==> config.mk <==
export PLATFORM = sky130hd
export DESIGN_NAME = vsd_detector
export DESIGN_NICKNAME = d
export VERILOG_FILES = /design/src/rtl/vsd_pkg.sv /design/src/rtl/vsd_line_meter.sv /design/src/rtl/vsd_flywheel.sv /design/src/rtl/vsd_std_check.sv /design/src/rtl/vsd_detector.sv
export SDC_FILE = /design/constraint.sdc
export NUM_CORES = 1
export LEC_CHECK = 0
export ABC_AREA = 1
export BUFFER_PORTS_ARGS = -buffer_cell sky130_fd_sc_hd__clkbuf_2
export CORE_MARGIN = 3
export CORE_UTILIZATION = 45
export CTS_BUF_LIST = sky130_fd_sc_hd__clkbuf_8
export DETAILED_ROUTE_END_ITERATION = 10
export GPL_ROUTABILITY_DRIVEN = 0
export HOLD_SLACK_MARGIN = 0.06
export PLACE_DENSITY = 0.6
export SYNTH_ARGS = -nofsm -noshare
export SYNTH_HDL_FRONTEND = slang
export SYNTH_SLANG_ARGS = --single-unit
==> constraint.sdc <==
create_clock -name clk -period 3.4 [get_ports clk]
set_input_delay 0.51 -clock clk [delete_from_list [all_inputs] [get_ports clk]]
set_output_delay 0.51 -clock clk [all_outputs]
set_load 0.02 [all_outputs]
==> src/rtl/vsd_pkg.sv <==
package vsd_pkg;
    typedef enum logic {
        STD_525 = 1'b0,
        STD_625 = 1'b1
    } vsd_std_e;

    localparam int VSD_NTSC_MAX_LINES = 285;
    localparam int VSD_BASE_525       = 262;
    localparam int VSD_BASE_625       = 312;
endpackage

==> src/rtl/vsd_line_meter.sv <==
module vsd_line_meter #(
    parameter int THR_W    = 10,
    parameter int POS_W    = 11,
    parameter int HALF_POS = 429
) (
    input  logic             clk,
    input  logic             rst_n,
    input  logic             line_start,
    input  logic             sync_low,
    input  logic [THR_W-1:0] vs_thresh,
    output logic             hit,
    output logic             hit_late
);
    localparam logic [THR_W-1:0] LOW_MAX = '1;
    localparam logic [POS_W-1:0] POS_MAX = '1;
    localparam logic [POS_W-1:0] HALF_V  = POS_W'(HALF_POS);

    typedef struct packed {
        logic [THR_W-1:0] low;
        logic [POS_W-1:0] pos;
        logic             crossed;
    } lm_s;

    lm_s q, d;

    always_comb begin
        d = q;
        if (line_start) begin
            d.low = {{(THR_W-1){1'b0}}, sync_low};
            d.pos = '0;
        end else begin
            if (sync_low && (q.low != LOW_MAX)) d.low = q.low + 1'b1;
            if (q.pos != POS_MAX)               d.pos = q.pos + 1'b1;
        end
        hit       = (d.low > vs_thresh) && (line_start || !q.crossed);
        hit_late  = hit && (d.pos >= HALF_V);
        d.crossed = line_start ? hit : (q.crossed | hit);
    end

    always_ff @(posedge clk) begin
        if (!rst_n) q <= '0;
        else        q <= d;
    end

    // at most one crossing per line
    p_one_hit_r1: assert property (@(posedge clk) disable iff (!rst_n)
        hit |=> (!hit || line_start));
endmodule

==> src/rtl/vsd_flywheel.sv <==
module vsd_flywheel #(
    parameter int LN_W       = 10,
    parameter int LOST_LINES = 340,
    parameter int BASE_525   = 262,
    parameter int BASE_625   = 312
) (
    input  logic clk,
    input  logic rst_n,
    input  logic line_start,
    input  logic hit,
    input  logic std_sel,
    output logic lost_enter,
    output logic lost_pulse,
    output logic fly_start
);
    localparam logic [LN_W-1:0] LOST_V = LN_W'(LOST_LINES);
    localparam logic [LN_W-1:0] B525_V = LN_W'(BASE_525);
    localparam logic [LN_W-1:0] B625_V = LN_W'(BASE_625);

    typedef struct packed {
        logic [LN_W-1:0] miss;
        logic [LN_W-1:0] fw;
        logic            ph;
        logic            lost;
        logic            pulse;
    } fw_s;

    fw_s q, d;
    logic [LN_W-1:0] miss_inc, fw_inc, period;

    always_comb begin
        d        = q;
        d.pulse  = 1'b0;
        miss_inc = q.miss + 1'b1;
        fw_inc   = q.fw + 1'b1;
        period   = (std_sel ? B625_V : B525_V) + {{(LN_W-1){1'b0}}, q.ph};

        if (hit)                                   d.miss = '0;
        else if (line_start && (q.miss != LOST_V)) d.miss = miss_inc;

        lost_enter = line_start && !hit && !q.lost && (miss_inc == LOST_V);
        fly_start  = q.lost && line_start && (fw_inc == period);

        if (lost_enter) begin
            d.lost  = 1'b1;
            d.pulse = 1'b1;
            d.fw    = '0;
            d.ph    = 1'b0;
        end else if (q.lost) begin
            if (hit) d.lost = 1'b0;
            if (line_start) begin
                if (fly_start) begin
                    d.fw = '0;
                    d.ph = ~q.ph;
                end else begin
                    d.fw = fw_inc;
                end
            end
        end
    end

    always_ff @(posedge clk) begin
        if (!rst_n) q <= '0;
        else        q <= d;
    end

    assign lost_pulse = q.pulse;

    // loss pulse is one cycle wide
    p_lost_pulse_r4: assert property (@(posedge clk) disable iff (!rst_n)
        q.pulse |=> !q.pulse);
    // a crossing leaves the lost state
    p_lost_exit_r6: assert property (@(posedge clk) disable iff (!rst_n)
        (q.lost && hit) |=> !q.lost);
endmodule

==> src/rtl/vsd_std_check.sv <==
module vsd_std_check #(
    parameter int LN_W       = 10,
    parameter int NTSC_MAX   = 285,
    parameter int MIS_FIELDS = 2
) (
    input  logic clk,
    input  logic rst_n,
    input  logic line_start,
    input  logic vs_start,
    input  logic std_sel,
    input  logic std_clr,
    input  logic lost_enter,
    output logic std_err
);
    localparam int              MIS_W  = $clog2(MIS_FIELDS + 1);
    localparam logic [MIS_W-1:0] MIS_V = MIS_W'(MIS_FIELDS);
    localparam logic [LN_W-1:0]  NTSC_V = LN_W'(NTSC_MAX);
    localparam logic [LN_W-1:0]  LN_MAX = '1;

    typedef struct packed {
        logic [LN_W-1:0]  lines;
        logic [MIS_W-1:0] mis;
        logic             ref_ok;
        logic             err;
    } sc_s;

    sc_s q, d;
    logic is_625, mismatch;
    logic [MIS_W-1:0] mis_inc;

    always_comb begin
        d        = q;
        is_625   = q.lines > NTSC_V;
        mismatch = is_625 != std_sel;
        mis_inc  = q.mis + 1'b1;

        if (vs_start)                               d.lines = '0;
        else if (line_start && (q.lines != LN_MAX)) d.lines = q.lines + 1'b1;

        if (vs_start) begin
            d.ref_ok = 1'b1;
            if (q.ref_ok) begin
                if (mismatch) begin
                    if (q.mis != MIS_V) d.mis = mis_inc;
                    if (mis_inc >= MIS_V) d.err = 1'b1;
                end else begin
                    d.mis = '0;
                end
            end
        end
        if (lost_enter) begin
            d.ref_ok = 1'b0;
            d.mis    = '0;
        end
        if (std_clr) begin
            d.err    = 1'b0;
            d.mis    = '0;
            d.ref_ok = 1'b0;
        end
    end

    always_ff @(posedge clk) begin
        if (!rst_n) q <= '0;
        else        q <= d;
    end

    assign std_err = q.err;

    // error flag is sticky until cleared
    p_err_sticky_r8: assert property (@(posedge clk) disable iff (!rst_n)
        (q.err && !std_clr) |=> q.err);
    // flag only sets on a field boundary
    p_err_set_r7: assert property (@(posedge clk) disable iff (!rst_n)
        $rose(q.err) |-> $past(vs_start));
endmodule

==> src/rtl/vsd_detector.sv <==
module vsd_detector
    import vsd_pkg::*;
#(
    parameter int THR_W      = 10,
    parameter int POS_W      = 11,
    parameter int HALF_POS   = 429,
    parameter int LN_W       = 10,
    parameter int VS_LINES   = 6,
    parameter int LOST_LINES = 340,
    parameter int MIS_FIELDS = 2
) (
    input  logic             clk,
    input  logic             rst_n,
    input  logic             line_start,
    input  logic             sync_low,
    input  logic [THR_W-1:0] vs_thresh,
    input  logic             std_625,
    input  logic             std_clr,
    output logic             vsync,
    output logic             field,
    output logic             sync_lost,
    output logic             std_err
);
    localparam int               VSL_W = $clog2(VS_LINES + 1);
    localparam logic [VSL_W-1:0] VSL_V = VSL_W'(VS_LINES);

    typedef struct packed {
        logic             vs;
        logic [VSL_W-1:0] vsl;
        logic             field;
    } top_s;

    top_s q, d;
    vsd_std_e std_e;
    logic hit, hit_late, lost_enter, fly_start, vs_start, syn_start;
    logic [VSL_W-1:0] vsl_inc;

    assign std_e = vsd_std_e'(std_625);

    vsd_line_meter #(.THR_W(THR_W), .POS_W(POS_W), .HALF_POS(HALF_POS)) u_meter (
        .clk(clk), .rst_n(rst_n), .line_start(line_start), .sync_low(sync_low),
        .vs_thresh(vs_thresh), .hit(hit), .hit_late(hit_late)
    );

    vsd_flywheel #(.LN_W(LN_W), .LOST_LINES(LOST_LINES),
                   .BASE_525(VSD_BASE_525), .BASE_625(VSD_BASE_625)) u_fly (
        .clk(clk), .rst_n(rst_n), .line_start(line_start), .hit(hit),
        .std_sel(std_e == STD_625), .lost_enter(lost_enter),
        .lost_pulse(sync_lost), .fly_start(fly_start)
    );

    vsd_std_check #(.LN_W(LN_W), .NTSC_MAX(VSD_NTSC_MAX_LINES),
                    .MIS_FIELDS(MIS_FIELDS)) u_std (
        .clk(clk), .rst_n(rst_n), .line_start(line_start), .vs_start(vs_start),
        .std_sel(std_e == STD_625), .std_clr(std_clr), .lost_enter(lost_enter),
        .std_err(std_err)
    );

    always_comb begin
        d         = q;
        vs_start  = hit && !q.vs;
        syn_start = fly_start && !q.vs && !vs_start;
        vsl_inc   = q.vsl + 1'b1;
        if (vs_start) begin
            d.vs    = 1'b1;
            d.vsl   = '0;
            d.field = hit_late;
        end else if (syn_start) begin
            d.vs    = 1'b1;
            d.vsl   = '0;
            d.field = ~q.field;
        end else if (q.vs && line_start) begin
            if (vsl_inc == VSL_V) begin
                d.vs  = 1'b0;
                d.vsl = '0;
            end else begin
                d.vsl = vsl_inc;
            end
        end
    end

    always_ff @(posedge clk) begin
        if (!rst_n) q <= '0;
        else        q <= d;
    end

    assign vsync = q.vs;
    assign field = q.field;

    // a rise needs a crossing or a flywheel start
    p_vs_cause_r1: assert property (@(posedge clk) disable iff (!rst_n)
        $rose(q.vs) |-> $past(hit || fly_start));
    // vsync only ends on a line start
    p_vs_fall_r2: assert property (@(posedge clk) disable iff (!rst_n)
        $fell(q.vs) |-> $past(line_start));
    // parity moves only with a vsync rise
    p_field_hold_r3: assert property (@(posedge clk) disable iff (!rst_n)
        !$stable(q.field) |-> $rose(q.vs));
endmodule

; Word level (Yosys, flattened, before mapping)
; Index checks and enable logic that the tools add are counted.
[word_totals]
reg_bits = 64
word_cells = 93
[classes]
add_sub_neg = 8
n_lt_le_gt_ge = 4
eq_ne = 10
n_mux = 18
n_bitwise = 4
n_reduce_logical = 34
[op_table]
columns = cell, count
row1 = $add A10 B1 Y10 const B, 4
row2 = $mux W21, 1
row3 = $mux W10, 2
row4 = $ne A10 B10 Y1 const B, 2
row5 = $logic_and A1 B1 Y1, 14
row6 = $add A11 B1 Y11 const B, 1
row7 = $ge A11 B9 Y1 const B, 1
row8 = $mux W11, 1
row9 = $ne A11 B11 Y1 const B, 1
row10 = $add A9 B1 Y10, 1
row11 = $eq A10 B10 Y1, 1
row12 = $eq A10 B9 Y1 const B, 1
row13 = $gt A10 B10 Y1, 1
row14 = $gt A10 B9 Y1 const B, 1
row15 = $ne A10 B9 Y1 const B, 1
row16 = $mux W4, 2
row17 = $reduce_or A2 Y1, 4
row18 = $mux W1, 7
row19 = $mux W6, 1
row20 = $reduce_and A3 Y1, 2
row21 = $reduce_bool A3 Y1, 2
row22 = $reduce_or A3 Y1, 2
row23 = $logic_not A1 Y1, 5
row24 = $mux W5, 1
row25 = other kinds (14), 19

; Longest topological paths before layout
[logic_depth]
ltp_word = 11
depth_mapped = 23
mapped_depth_nobuf = 23

; Cells and area by module
; A second synthesis with hierarchy kept.
[unflattened]
hier_cells = 684
area_unflattened_um2 = 4372.9
[modules_own_cells]
columns = module, instances, cells_per_inst, area_each_um2
row1 = vsd_line_meter, 1, 249, 1635.3
row2 = vsd_flywheel, 1, 265, 1609.0
row3 = vsd_std_check, 1, 120, 822.0
row4 = vsd_detector, 1, 50, 306.5

; Worst setup path after synthesis
; No wires, ideal clock.
[synth_path]
kind = reg2reg
startpoint = register u_meter.q[12] (netlist bit)
endpoint = register u_fly.q[18] (netlist bit)
arrival_ps = 2642
t_required_ps = 3266
slack_ps = 624
path_stages_with_launch = 20
path_buffers = 1
path_cell_list = dfxtp_1 -> ha_1 -> nand3_1 -> nor2_1 -> nand4_1 -> nand2_1 -> nor2_1 -> nand2_1 -> inv_1 -> a21oi_1 -> nor3_1 -> ha_1 -> nand2_1 -> nor2_1 -> nand3_1 -> nand3_1 -> nand3_1 -> nand2_1 -> clkbuf_1 -> a211oi_1
[synth_rtl]
columns = element, line_no
row1 = start: declaration, vsd_line_meter.sv:24  ; lm_s q, d;
row2 = start signal: assignment, vsd_line_meter.sv:41  ; if (!rst_n) q <= '0;
row3 = start signal: assignment, vsd_line_meter.sv:42  ; else q <= d;
row4 = end signal: assignment, vsd_flywheel.sv:63  ; if (!rst_n) q <= '0;
row5 = end signal: assignment, vsd_flywheel.sv:64  ; else q <= d;
row6 = end: declaration, vsd_flywheel.sv:28  ; fw_s q, d;

==> metrics <==
synth top area cells dfxtp_1 (33%), nand2_1 (13%), inv_1 (9.7%), ha_1 (7.0%), nor2_1 (7.0%); full die area 0.009867 mm2; DRT antenna net count 0; Worst EP required 3.66 ns; Power Total 1.573 mW; RSZ-0062 raised after global routing no; sequential-to-total area share from yosys stat 32.68%; sum of negative setup slack 0 ns; Max Fclk around 0.33 GHz; number of enable flip-flop cells after synthesis 0; clock sink total 64; worst hold slack 0.3621 ns; Mean Syn Cell Area 6.522 um2; Hold EP u_std.std_err; initial antenna violation count 0; Yosys top cell area share 32.68%; placed inst area 0.004103 mm2; most common library cells after synthesis nand2_1 (134), inv_1 (101), nor2_1 (73); Most used DFF post-synth dfxtp_1; port bufs 19; largest area contributor in the netlist dfxtp_1; # IOs 20; largest net degree at the start of global routing 25; reg-to-reg setup timing slack 0.33 ns; total CTS buffers 9; Nets 661; first-pass GRT wire length 14,800 um; post-place setup slack about 0.14 ns; drt pass-1 iters 4; worst slew pin tran slightly below 0.8 ns; Max-slew headroom a little under half; die height 99.34 um; CP arrival 3.33 ns; Mapped Cells between 600 and 700; final wirelength 8403 um; r2r endpoint u_fly.q[11]; Mapped Area 0.003920 mm2; std cell rows 33; Synth Register Bits 64; vias in the first global route 3,380; post-detail-place hpwl 6394 um; final instance area 0.004344 mm2; setup ws final 0.3278 ns; Worst-path clk slew 0.07 ns; CP max FO 11; number of distinct library cells after synthesis 35; CTS tree done; Slew Limit Fails 0; Async S/R FF share, synth 0%; Final Cycle Share 90.36%; reg2reg start u_meter.q[13]; clock root buffer clkbuf_8; layout cells sized above 1 under 10%; startpoint types register; # setup viols final 0; worst skew pair latency 0.33 ns; DR vias between 3,000 and 4,000; nature of the critical path endpoint register; Via density 4.959; clock buffer depth 2; Hold WC Path Type primary input to register; global route overflow 0; Worst Skew 0.01205 ns; Die W a little under 100 um; status complete, no violations; GRT Overall Usage 18.05%; Core Area 0.008341 mm2; initial drt markers roughly 150; VDD IR-drop max 0.0001647 V; net count after synthesis 639; max-cap check violation count 0; Reg2Reg Depth 19; synthesis-to-finish area growth 10.82%; P per Cell Area between 300 and 400 mW/mm2; H-tree levels 3; Fin. Hold Viols 0; Ant. Diodes 0; type of the worst setup path register to register; hold-critical path depth 2; crit path time final 3.072 ns; drt drc 0; WL per Instance 11.46 um; Yosys Warn Count 0; hold path start std_clr; Initial Utilization 47.00%; Pleak 1.872 nW; most frequent cell after synthesis nand2_1
[flip-flops by register name, indices dropped and copies added (netlist names)]
| name | flops |
|---|---|
| field | 1 |
| q | 3 |
| u_fly.lost_pulse | 1 |
| u_fly.q | 22 |
| u_meter.q | 22 |
| u_std.q | 13 |
| u_std.std_err | 1 |
| vsync | 1 |
[power by group]
| part | internal [mW] | switching [mW] | total, mW |
|---|---|---|---|
| registers | 0.761 | 0.0121 | 0.773 |
| clock network | 0.407 | 0.292 | 0.699 |
| logic | 0.0343 | 0.0662 | 0.101 |
| total | 1.20 | 0.370 | 1.57 |
[how the worst max path moves through the flow]
stage                              from           to  slack (ns)
final                     u_meter.q[13]  u_fly.q[11]        0.33
after global routing      u_meter.q[13]  u_fly.q[11]        0.01
after CTS                 u_meter.q[13]  u_fly.q[11]        0.11
after detailed placement  u_meter.q[13]   u_fly.q[4]        0.14
after global placement    u_meter.q[12]   u_fly.q[4]        0.28
after floorplan           u_meter.q[12]  u_fly.q[18]        0.62
[stage by stage]
step           instances  utilization (%)
6_report             733            52.09
3_5_place_dp         716            49.19
5_1_grt              733            52.09
4_1_cts              732            51.73
2_1_floorplan        601                -
3_3_place_gp         716            49.19
[layout by cell type (no fill, tap or decap), types with 7 or more instances in the layout]
cell type,Yosys,final
nor2_1,73,72
xor2_1,7,7
nand2_2,5,9
o21ai_0,15,15
nand4_1,18,18
nor3_1,24,23
a21oi_1,35,35
clkbuf_8,0,9
nor4_1,9,9
nand3_1,49,48
clkbuf_2,1,19
dfxtp_1,64,64
nand2_1,134,130
a211oi_1,7,7
ha_1,22,22
inv_1,101,102
[repair_timing]
action / in CTS / in global routing
endpoints found under the hold margin: 0 / 0
resized for setup: 0 / 7
endpoints found under the setup margin: 0 / 37
hold buffers: 0 / 0
buffers inserted: 0 / 1
[cell families after synthesis]
logic type               count (synthesis)  share of synthesized area [%]
buffers and inverters                  112                          11.17
XOR/XNOR                                10                          2.234
adder cells (fa/ha/maj)                 22                          7.022
flip-flops                              64                          32.68
AND/OR/NAND/NOR                        326                          37.41
AO/OA/AOI/OAI                           67                          9.480
[critical path, cell delays in order (launching register included)]
cell and delay, ns:
dfxtp_1 0.36, ha_1 0.19, nand3_1 0.08, nor2_1 0.16
nand4_1 0.15, nand2_2 0.17, nor2_1 0.10, nand2_1 0.07
inv_1 0.06, a21oi_1 0.17, nor3_1 0.07, ha_1 0.29
nand2_1 0.09, nor2_1 0.15, nand3_1 0.09, nand3_1 0.14
nand3_2 0.16, nand3_1 0.18, nand2_2 0.16, a21oi_1 0.16
[layer usage]
metal / track usage, % / part of all wire, % / vias up
met5: 0 / 0 / -
li1: - / - / 1991
met2: 29.13 / 46 / 41
met1: 24.24 / 49 / 1589
met4: 7.248 / 1.8 / 0
met3: 2.665 / 3.0 / 14
[layout make-up]
class / instances / area (um2)
Clock inverter: 7 / 87.58
Inverter: 101 / 379.1
Tap cell: 105 / 131.4
Timing Repair Buffer: 22 / 117.6
Fill cell: 881 / 3996
Clock buffer: 9 / 123.9
Multi-Input combinational cell: 425 / 2223
Sequential cell: 64 / 1281
(Power assumes the default switching activity.)
